--- src/rtl/lcdpwr_pkg.sv ---
package lcdpwr_pkg;

    typedef enum logic [2:0] {
        ST_OFF    = 3'd0,
        ST_UP_SUP = 3'd1,
        ST_UP_DAT = 3'd2,
        ST_ON     = 3'd3,
        ST_DN_DAT = 3'd4,
        ST_DN_SUP = 3'd5
    } seq_state_e;

    typedef struct packed {
        logic light;
        logic data;
        logic supply;
    } rails_t;

    typedef struct packed {
        logic full_on;
        logic full_off;
        logic up_busy;
        logic dn_busy;
    } flags_t;

    function automatic rails_t rails_of(seq_state_e s);
        rails_t r;
        r = '0;
        case (s)
            ST_UP_SUP, ST_DN_SUP: r.supply = 1'b1;
            ST_UP_DAT, ST_DN_DAT: begin
                r.supply = 1'b1;
                r.data   = 1'b1;
            end
            ST_ON: r = '1;
            default: r = '0;
        endcase
        return r;
    endfunction

    function automatic logic is_down(seq_state_e s);
        return (s == ST_DN_DAT) || (s == ST_DN_SUP);
    endfunction

    function automatic logic is_up(seq_state_e s);
        return (s == ST_UP_SUP) || (s == ST_UP_DAT);
    endfunction

    function automatic flags_t flags_of(seq_state_e s);
        flags_t f;
        f.full_on  = (s == ST_ON);
        f.full_off = (s == ST_OFF);
        f.up_busy  = is_up(s);
        f.dn_busy  = is_down(s);
        return f;
    endfunction

endpackage

--- src/rtl/lcdpwr_tick_gen.sv ---
module lcdpwr_tick_gen #(
    parameter int DIV = 447443
) (
    input  logic clk,
    input  logic rst,
    input  logic restart,
    input  logic fast,
    output logic tick
);
    localparam int CW = (DIV > 1) ? $clog2(DIV) : 1;
    localparam logic [CW-1:0] LAST = CW'(DIV - 1);

    logic [CW-1:0] div_cnt;

    assign tick = fast || (div_cnt == LAST);

    always_ff @(posedge clk) begin
        if (rst || restart || tick)
            div_cnt <= '0;
        else
            div_cnt <= div_cnt + 1'b1;
    end

    // divider never passes its terminal count
    p_div_bound_r4: assert property (@(posedge clk) disable iff (rst)
        div_cnt <= LAST);

    // a step change restarts the divider
    p_div_restart_r4: assert property (@(posedge clk) disable iff (rst)
        restart |=> div_cnt == '0);

endmodule

--- src/rtl/lcdpwr_step_timer.sv ---
module lcdpwr_step_timer #(
    parameter int DW = 3
) (
    input  logic          clk,
    input  logic          rst,
    input  logic          restart,
    input  logic          tick,
    input  logic [DW-1:0] limit,
    output logic          done
);
    logic [DW-1:0] cnt;

    assign done = (cnt >= limit);

    always_ff @(posedge clk) begin
        if (rst || restart)
            cnt <= '0;
        else if (tick && !done)
            cnt <= cnt + 1'b1;
    end

    // each tick inside a step advances the count by exactly one
    p_tick_step_r4: assert property (@(posedge clk) disable iff (rst)
        (!restart && tick && !done) |=> cnt == $past(cnt) + 1'b1);

    // count is held without a tick
    p_tick_hold_r4: assert property (@(posedge clk) disable iff (rst)
        (!restart && !tick) |=> $stable(cnt));

endmodule

--- src/rtl/lcdpwr_fsm.sv ---
module lcdpwr_fsm
    import lcdpwr_pkg::*;
(
    input  logic       clk,
    input  logic       rst,
    input  logic       ext_sel,
    input  logic       req,
    input  logic       done,
    output seq_state_e state,
    output logic       restart
);
    seq_state_e nxt;

    always_comb begin
        nxt = state;
        if (ext_sel) begin
            nxt = ST_OFF;
        end else begin
            case (state)
                ST_OFF:    if (req) nxt = ST_UP_SUP;
                ST_UP_SUP: if (!req) nxt = ST_DN_SUP;
                           else if (done) nxt = ST_UP_DAT;
                ST_UP_DAT: if (!req) nxt = ST_DN_DAT;
                           else if (done) nxt = ST_ON;
                ST_ON:     if (!req) nxt = ST_DN_DAT;
                ST_DN_DAT: if (done) nxt = ST_DN_SUP;
                ST_DN_SUP: if (done) nxt = ST_OFF;
                default:   nxt = ST_OFF;
            endcase
        end
    end

    assign restart = (nxt != state);

    always_ff @(posedge clk) begin
        if (rst)
            state <= ST_OFF;
        else
            state <= nxt;
    end

    // reset lands in the off state
    p_rst_off_r1: assert property (@(posedge clk)
        rst |=> state == ST_OFF);

    // supply step completes into the data step
    p_up_order_r2: assert property (@(posedge clk) disable iff (rst)
        (state == ST_UP_SUP && done && req && !ext_sel) |=> state == ST_UP_DAT);

    // drop during the data step turns back without lighting
    p_abort_r6: assert property (@(posedge clk) disable iff (rst)
        (state == ST_UP_DAT && !req && !ext_sel) |=> state == ST_DN_DAT);

    // power-down waits regardless of the request
    p_down_holds_r7: assert property (@(posedge clk) disable iff (rst)
        (state == ST_DN_DAT && !done && !ext_sel) |=> state == ST_DN_DAT);

    // bypass pins the sequencer off
    p_ext_off_r9: assert property (@(posedge clk) disable iff (rst)
        ext_sel |=> state == ST_OFF);

endmodule

--- src/rtl/lcd_pwr_seq.sv ---
module lcd_pwr_seq
    import lcdpwr_pkg::*;
#(
    parameter int REF_DIV = 447443,
    parameter int DLY_W   = 3
) (
    input  logic             clk,
    input  logic             rst,
    input  logic             pwr_req,
    input  logic             seq_ext_sel,
    input  logic             fast_tick_test,
    input  logic [DLY_W-1:0] up_delay,
    input  logic [DLY_W-1:0] down_delay,
    input  logic             ext_supply_en,
    input  logic             ext_data_en,
    input  logic             ext_light_en,
    output logic             supply_en,
    output logic             data_en,
    output logic             light_en,
    output logic             panel_on,
    output logic             panel_off,
    output logic             up_busy,
    output logic             down_busy
);
    seq_state_e       state;
    logic             restart;
    logic             tick;
    logic             done;
    logic [DLY_W-1:0] limit;
    logic             ext_sel_q;
    rails_t           ext_q;
    rails_t           rails;
    flags_t           flags;

    assign limit = is_down(state) ? down_delay : up_delay;

    lcdpwr_tick_gen #(.DIV(REF_DIV)) u_tick (
        .clk     (clk),
        .rst     (rst),
        .restart (restart),
        .fast    (fast_tick_test),
        .tick    (tick)
    );

    lcdpwr_step_timer #(.DW(DLY_W)) u_timer (
        .clk     (clk),
        .rst     (rst),
        .restart (restart),
        .tick    (tick),
        .limit   (limit),
        .done    (done)
    );

    lcdpwr_fsm u_fsm (
        .clk     (clk),
        .rst     (rst),
        .ext_sel (seq_ext_sel),
        .req     (pwr_req),
        .done    (done),
        .state   (state),
        .restart (restart)
    );

    always_ff @(posedge clk) begin
        if (rst) begin
            ext_sel_q <= 1'b0;
            ext_q     <= '0;
        end else begin
            ext_sel_q <= seq_ext_sel;
            ext_q     <= '{light: ext_light_en, data: ext_data_en, supply: ext_supply_en};
        end
    end

    assign rails     = ext_sel_q ? ext_q : rails_of(state);
    assign flags     = flags_of(state);
    assign supply_en = rails.supply;
    assign data_en   = rails.data;
    assign light_en  = rails.light;
    assign panel_on  = flags.full_on;
    assign panel_off = flags.full_off;
    assign up_busy   = flags.up_busy;
    assign down_busy = flags.dn_busy;

    // under internal control the backlight needs data and data needs supply
    p_rail_order_r2: assert property (@(posedge clk) disable iff (rst)
        !ext_sel_q |-> ((!light_en || data_en) && (!data_en || supply_en)));

    // fully-on flag agrees with all enables
    p_on_flag_r8: assert property (@(posedge clk) disable iff (rst)
        (panel_on && !ext_sel_q) |-> (supply_en && data_en && light_en));

    // status flags are mutually exclusive
    p_flags_onehot_r8: assert property (@(posedge clk) disable iff (rst)
        $onehot0({panel_on, panel_off, up_busy, down_busy}));

    // only one enable moves per edge when sequencing internally
    p_one_rail_r10: assert property (@(posedge clk) disable iff (rst)
        (!ext_sel_q && !seq_ext_sel) |=>
            $countones({supply_en, data_en, light_en} ^
                       $past({supply_en, data_en, light_en})) <= 1);

    // bypass copies the external enables one cycle later
    p_ext_follow_r9: assert property (@(posedge clk) disable iff (rst)
        seq_ext_sel |=> {supply_en, data_en, light_en} ==
                        $past({ext_supply_en, ext_data_en, ext_light_en}));

endmodule

--- config.mk ---
export PLATFORM = sky130hd
export DESIGN_NAME = lcd_pwr_seq
export DESIGN_NICKNAME = d
export VERILOG_FILES = /design/src/rtl/lcdpwr_pkg.sv /design/src/rtl/lcdpwr_tick_gen.sv /design/src/rtl/lcdpwr_step_timer.sv /design/src/rtl/lcdpwr_fsm.sv /design/src/rtl/lcd_pwr_seq.sv
export SDC_FILE = /design/constraint.sdc
export NUM_CORES = 1
export LEC_CHECK = 0
export BUFFER_PORTS_ARGS = -buffer_cell sky130_fd_sc_hd__buf_4
export CAP_MARGIN = 10
export CORE_MARGIN = 2
export CORE_UTILIZATION = 58
export DETAILED_ROUTE_END_ITERATION = 6
export HOLD_SLACK_MARGIN = 0.03
export PLACE_DENSITY_LB_ADDON = 0.12
export SETUP_SLACK_MARGIN = 0.2
export SLEW_MARGIN = 15
export SYNTH_ARGS = -nofsm -noshare
export SYNTH_HDL_FRONTEND = slang
export SYNTH_SLANG_ARGS = --single-unit
--- constraint.sdc ---
create_clock -name clk -period 7.7 [get_ports clk]
set_input_delay 0 -clock clk [delete_from_list [all_inputs] [get_ports clk]]
set_output_delay 0 -clock clk [all_outputs]
set_load 0.01 [all_outputs]
==> qor.txt, run 1 <==
Largest net degree at the start of global routing: 20
Vias/cell: 5.34
Startpoint types: flop
Syn nets: 195
DRC violations left: 0
CP endpoint kind: flop
Reg clk slew, reported paths: 0.09 ns
Initial drt markers: 30
Vias: 1266
Fill cells: 187
Total power: 288 uW
Post-DP HPWL: 1970 microns
Final core occ: 73.0%
H-tree lvl count: 2
RSZ-0062 raised after global routing: false
Maximum VDD drop: 0.146 mV
WL final: 2770 microns
CTS Sinks: 29
FMAX: 323 MHz
Critical path class: flop to flop
Initial Utilization: 59.8%
Post-place instance area: 1630 sq um
Mapped cell area: 1450 sq um
Post-Synthesis Cells: 175
Final period utilization: 40.2%
Wire per inst: 11.7 microns
Grt ovf: 0
ANT nets after route: 0
Multi-input logic area: 820 sq um
Die area: 2920 sq um
Status: completed
Aggregate global-route resource usage: 21.9%
Number of cell rows: 18
Number of diodes: 0
Core Area: 2430 sq um
Setup violators final: 0
IO buf count: 20
Initial antenna violation count: 0
Post-route setup TNS: 0 ns
Setup Fix Bufs, Post-CTS: 0
Nets: 226
CP required: 7.98 ns
Die span in y: 54.1 microns
First-pass GRT wire length: 4460 microns
Slew headroom: 48.7%
Area Growth Syn to Fin: 22.1%
Pleak: 0.677 nW
CP max FO: 10
Die width: 54.1 microns
Final Critical Period: 3.09 ns
Router iterations before antenna repair: 4
Power Dens Cells: 162 nW/um^2
Fin area: 1780 sq um
Critical path arrival: 3.37 ns
Area share of the largest cell type after synthesis: 39.9%
Yosys reg bits: 29
Register Area: 581 sq um
Max-cap viol count: 0
Final hold vios: 0
Clock latency on the worst-skew pair: 0.32 ns
Fraction of layout cells with a size suffix above 1: 15.9%
CTS resizes: 0
Syn Area/Cell: 8.31 sq um
CTS buffer count: 5
Synth warn: 0
Leading area contributor after synthesis: dfxtp_1
Synth area leaders: dfxtp_1, xnor2_1, nor2_1
Setup slack, reg-to-reg: 4.61 ns
Sequential share of the synthesized area: 39.9%
Measured slew at the worst slew-check pin: 0.767 ns
Placer Congestion: 0.753
Root Buffer: clkbuf_4
CTS tree: built
# IOs: 21
Fin. max-slew vios: 0
Hold Crit Class: input port to flop
# hold bufs at CTS: 8
Synth cell types: 40
Vias in the first global route: 1115
Clock Path Buffers: 2
Worst Skew: 0.00734 ns
==> path summary, 6_finish.rpt <==
| check | startpoint | to | cells past startpoint |
|---|---|---|---|
| worst min register to register | u_timer.cnt[2] | u_timer.cnt[2] | 2 |
| worst max-delay path | u_fsm.state[1] | u_fsm.state[0] | 10 |
| worst max register to register | u_fsm.state[1] | u_fsm.state[0] | 10 |
| worst min-delay path | fast_tick_test | u_timer.cnt[0] | 4 |
==> layout by cell type (no fill, tap or decap), types with 2 or more instances in the layout <==
| cell | n |
|---|---|
| xor2_1 | 3 |
| or3_1 | 2 |
| nor3_1 | 8 |
| clkbuf_8 | 2 |
| nor2b_1 | 5 |
| dfxtp_1 | 29 |
| ha_1 | 6 |
| nand3_1 | 7 |
| inv_1 | 10 |
| o31ai_1 | 2 |
| nand2_1 | 11 |
| nor2_1 | 31 |
| a21o_1 | 2 |
| and3_1 | 2 |
| clkbuf_4 | 5 |
| xnor2_1 | 14 |
| dlygate4sd3_1 | 8 |
| mux2i_1 | 2 |
| a21oi_1 | 9 |
| buf_4 | 20 |
| o21ai_0 | 5 |
| nor4_1 | 3 |
==> kinds of logic after synthesis <==
kind of cell | count (synthesis) | synth area share (%)
XOR/XNOR | 17 | 10.2
multiplexers | 3 | 2.15
buffers and inverters | 14 | 3.70
AND/OR/NAND/NOR | 79 | 26.9
AO/OA/AOI/OAI | 27 | 12.0
adder cells (fa/ha/maj) | 6 | 5.16
flip-flops | 29 | 39.9
==> critical path, cell delays in order (launching register included) <==
cell and delay, ns:
dfxtp_1 0.49, inv_1 0.12, nand2_1 0.22, mux2_2 0.37, ha_1 0.27, nor2b_1 0.16, o21ai_1 0.23, a31oi_1 0.36
o21ai_0 0.14, nor3_1 0.13, dlygate4sd3_1 0.55
==> metrics by stage <==
stage | setup slack (ns) | hold slack, ns | instances
2_1_floorplan | 5.00 | 0.0716 | 175
3_3_place_gp | 4.79 | 0.210 | 221
3_5_place_dp | 4.67 | 0.215 | 221
4_1_cts | 4.62 | 0.102 | 237
5_1_grt | 4.35 | 0.145 | 237
6_report | 4.61 | 0.129 | 237
==> cells in the mapped netlist <==
| library cell | number |
|---|---|
| nor4_1 | 3 |
| xnor2_1 | 14 |
| o21a_1 | 1 |
| nor3b_1 | 1 |
| nand2_1 | 11 |
| a211oi_1 | 1 |
| o21ai_0 | 5 |
| buf_2 | 1 |
| o211ai_1 | 1 |
| o22a_1 | 1 |
| o31ai_1 | 2 |
| or4b_1 | 1 |
| or3_1 | 2 |
| a21o_1 | 2 |
| mux2_2 | 1 |
| o21ba_2 | 1 |
| and3_2 | 1 |
| inv_1 | 10 |
| nor3_1 | 8 |
| ha_1 | 6 |
| and4_2 | 1 |
| o211ai_2 | 1 |
| a21oi_1 | 9 |
| nand3b_1 | 1 |
| or4_1 | 1 |
| dfxtp_1 | 29 |
| mux2i_1 | 2 |
| a31oi_1 | 1 |
| xor2_1 | 3 |
| nand4_1 | 1 |
| nor2b_1 | 5 |
| nand2b_1 | 1 |
| nand3_1 | 7 |
| and3_1 | 2 |
| or4bb_1 | 1 |
| a221oi_1 | 1 |
| nor2_1 | 31 |
| nand4b_1 | 1 |
| o21ai_1 | 1 |
| clkbuf_1 | 3 |
==> sequential cells by signal (all words and copies together) (netlist names) <==
register        cells
ext_q               3
u_tick.div_cnt     19
u_fsm.state         3
ext_sel_q           1
u_timer.cnt         3
==> final cells by class <==
cell class / count / share of cell area, %
Inverter: 10 / 2.11
Clock buffer: 7 / 3.66
Clock inverter: 1 / 0.282
Timing Repair Buffer: 28 / 13.0
Sequential cell: 29 / 32.7
Multi-Input combinational cell: 132 / 46.2
Tap cell: 30 / 2.11
==> where the power goes <==
part / switching (mW) / internal [mW]
clock network: 0.0511 / 0.0528
registers: 0.00284 / 0.153
logic: 0.0133 / 0.0150
==> layer usage <==
metal  GRT usage, %  part of all wire, %
met3           8.61                  5.1
met5              0                    0
met4           10.0                  2.2
met1           23.6                   45
met2           37.6                   48
Note: power is estimated with default switching activity, not from simulation.
==> inputs of run 2 (changes only) <==
Settings changed: CORE_UTILIZATION 58 to 50.
Clock period 7.7 ns to 2.6 ns, I/O delays scaled along.
==> run 2 against run 1 <==
Effect of this change:
- register-to-register slack got worse by 4.3 ns
- critical path depth rose by 1
- first-iteration DRC count is 60% higher
- critical endpoint is now u_tick.div_cnt[7]
- highest routed layer unchanged
==> qor.txt, run 2 (synthesized netlist as in run 1, its figures left out) <==
Die span in y: 57.9 microns (+7.1%)
Post-DP HPWL: 2050 microns (+3.9%)
CTS buffer count: 5 (unchanged)
Router iterations before antenna repair: 4 (unchanged)
Initial drt markers: 48 (+60%)
Pleak: 0.748 nW (+11%)
Die width: 57.9 microns (+7.1%)
H-tree lvl count: 2 (unchanged)
IO buf count: 20 (unchanged)
Max FFs per register: 19 (unchanged)
Hold path startpoint: fast_tick_test
Fraction of layout cells with a size suffix above 1: 24.1% (+8.1 points)
Hold Crit Class: input port to flop
Clock latency on the worst-skew pair: 0.33 ns (about the same)
Reg-to-reg startpoint: u_fsm.state[1]
FMAX: 431 MHz (+33%)
Reg power frac: 44.2% (-9.8 points)
CP required: 2.83 ns (-5.15 ns)
Startpoint types: flop
Fin. max-slew vios: 0 (unchanged)
Commonest non-fill, non-tap cell in the layout: nor2_1
Root Buffer: clkbuf_4
Grt ovf: 0 (unchanged)
Hold Crit Depth: 4 (unchanged)
Worst Skew: 0.00925 ns (+0.00191 ns)
WHS: 0.182 ns (+0.0534 ns)
Hold worst-path end: u_timer.cnt[0]
Measured slew at the worst slew-check pin: 0.621 ns (-0.146 ns)
CTS tree: built
Die area: 3360 sq um (+15%)
CP max FO: 9 (-1)
Comb pwr share: 11.5% (+1.6 points)
Initial Utilization: 52.7% (-7.1 points)
WL final: 3250 microns (+17%)
Initial antenna violation count: 0 (unchanged)
Setup violators final: 0 (unchanged)
First-pass GRT wire length: 4950 microns (+11%)
FF-to-FF End: u_tick.div_cnt[7]
Largest stage delay, worst path: 0.37 ns (-0.18 ns)
CP Cell Sequence: inv_2 -> nand2_4 -> mux2_2 -> ha_4 -> nor2b_4 -> o211ai_1 -> a221oi_2 -> buf_4 -> o211ai_4 -> clkbuf_16 -> nor2_1
Power Dens Cells: 530 nW/um^2 (+230%)
Vias: 1341 (+5.9%)
Clock power frac: 44.4% (+8.3 points)
Aggregate global-route resource usage: 19.5% (-2.4 points)
Status: completed
Sw frac: 21.6% (-1.8 points)
Maximum VDD drop: 0.617 mV (+320%)
RSZ-0062 raised after global routing: false
Critical path class: flop to flop
Reg with most FFs: u_tick.div_cnt
Placer Congestion: 0.777 (+3.2%)
WP buf/inv: 3 (+1)
Reg clk slew, reported paths: 0.10 ns (about the same)
Wire per inst: 13.4 microns (+14%)
Max-cap viol count: 0 (unchanged)
Slew headroom: 58.6% (+9.9 points)
DRC violations left: 0 (unchanged)
CP delay by family, top: compound AO/OA/AOI/OAI gates
Clock Path Buffers: 2 (unchanged)
Number of diodes: 0 (unchanged)
Nets: 231 (+2.2%)
ANT nets after route: 0 (unchanged)
Final hold vios: 0 (unchanged)
Post-route setup TNS: 0 ns (unchanged)
Post-place instance area: 1660 sq um (+2.2%)
Final cell count without fillers: 243 (+2.5%)
Setup slack, reg-to-reg: 0.28 ns (-4.33 ns)
Placed Instances: 224 (+1.4%)
Critical path arrival: 2.55 ns (-0.82 ns)
Largest net degree at the start of global routing: 20 (unchanged)
Fin area: 1960 sq um (+11%)
# IOs: 21 (unchanged)
Number of cell rows: 19 (+1)
Vias/cell: 5.52 (+3.3%)
CTS Sinks: 29 (unchanged)
Worst-path cell with the longest stage delay: mux2_2
Internal: 815 uW (+270%)
Final period utilization: 89.3% (+49 points)
Sw power: 225 uW (+230%)
Area Growth Syn to Fin: 34.9%
Reg2Reg Depth: 11 (+1)
Final Critical Period: 2.32 ns (-0.773 ns)
Commonest non-fill, non-tap cells in the layout: nor2_1, dfxtp_1, buf_4, xnor2_1, nand2_1
Vias in the first global route: 1150 (+3.1%)
Core Area: 2760 sq um (+13%)
CP endpoint kind: flop
==> run 2: layout make-up <==
cell class                 instances  area, sq um
clock buffer                       5         37.5
clock inverter                     3         65.1
fill                             210          796
inverter                          10         37.5
multi-input combinational        132          891
sequential                        29          582
tap                               31         38.8
timing repair buffer              33          310
==> run 2: how the worst max path moves through the flow <==
stage	from	to	slack, ns	cells past startpoint
finish	u_fsm.state[1]	u_tick.div_cnt[7]	0.28	11
global route	u_fsm.state[1]	u_tick.div_cnt[15]	0.18	11
CTS	u_fsm.state[1]	u_tick.div_cnt[15]	0.25	11
detailed placement	u_fsm.state[1]	u_tick.div_cnt[12]	0.02	9
global placement	u_fsm.state[1]	u_tick.div_cnt[16]	0.12	9
floorplan	u_fsm.state[1]	u_tick.div_cnt[7]	0.23	11
==> run 2: power groups by stage <==
stage	Combinational, mW	Clock (mW)	Sequential (mW)
after floorplan	0.0498	0	0.467
after global placement	0.0772	0	0.470
after detailed placement	0.0792	0	0.470
after CTS	0.0961	0.472	0.459
after global routing	0.128	0.494	0.461
final	0.119	0.461	0.459
==> run 2: stage by stage <==
step                power (mW)  utilization (%)  setup slack (ns)
CTS                       1.03             67.4             0.247
global placement         0.547             60.2             0.118
finish                    1.04             71.1             0.279
detailed placement       0.549             60.2            0.0216
floorplan                0.517                -             0.233
global route              1.08             71.1             0.177
==> run 2: repair_timing <==
| action | 4_1_cts | 5_1_grt |
|---|---|---|
| setup endpoints to repair | 19 | 22 |
| buffers inserted | 2 | 1 |
| cloned | 0 | 2 |
| endpoints found under the hold margin | 7 | 0 |
| hold buffers | 6 | 0 |
| resized for setup | 2 | 10 |
| pin swaps | 2 | 4 |
==> run 2: tightest hold or removal path, stage by stage <==
cell and delay, ns:
buf_4 0.08, a21oi_1 0.11, o21ai_0 0.20, a21oi_1 0.07
==> run 2: metal layers <==
metal	GRT usage, %	up-vias	wire length [microns]
li1	-	677	-
met1	22.3	627	1420
met2	33.3	35	1610
met3	6.47	2	207
met4	7.97	0	16
met5	0	-	0
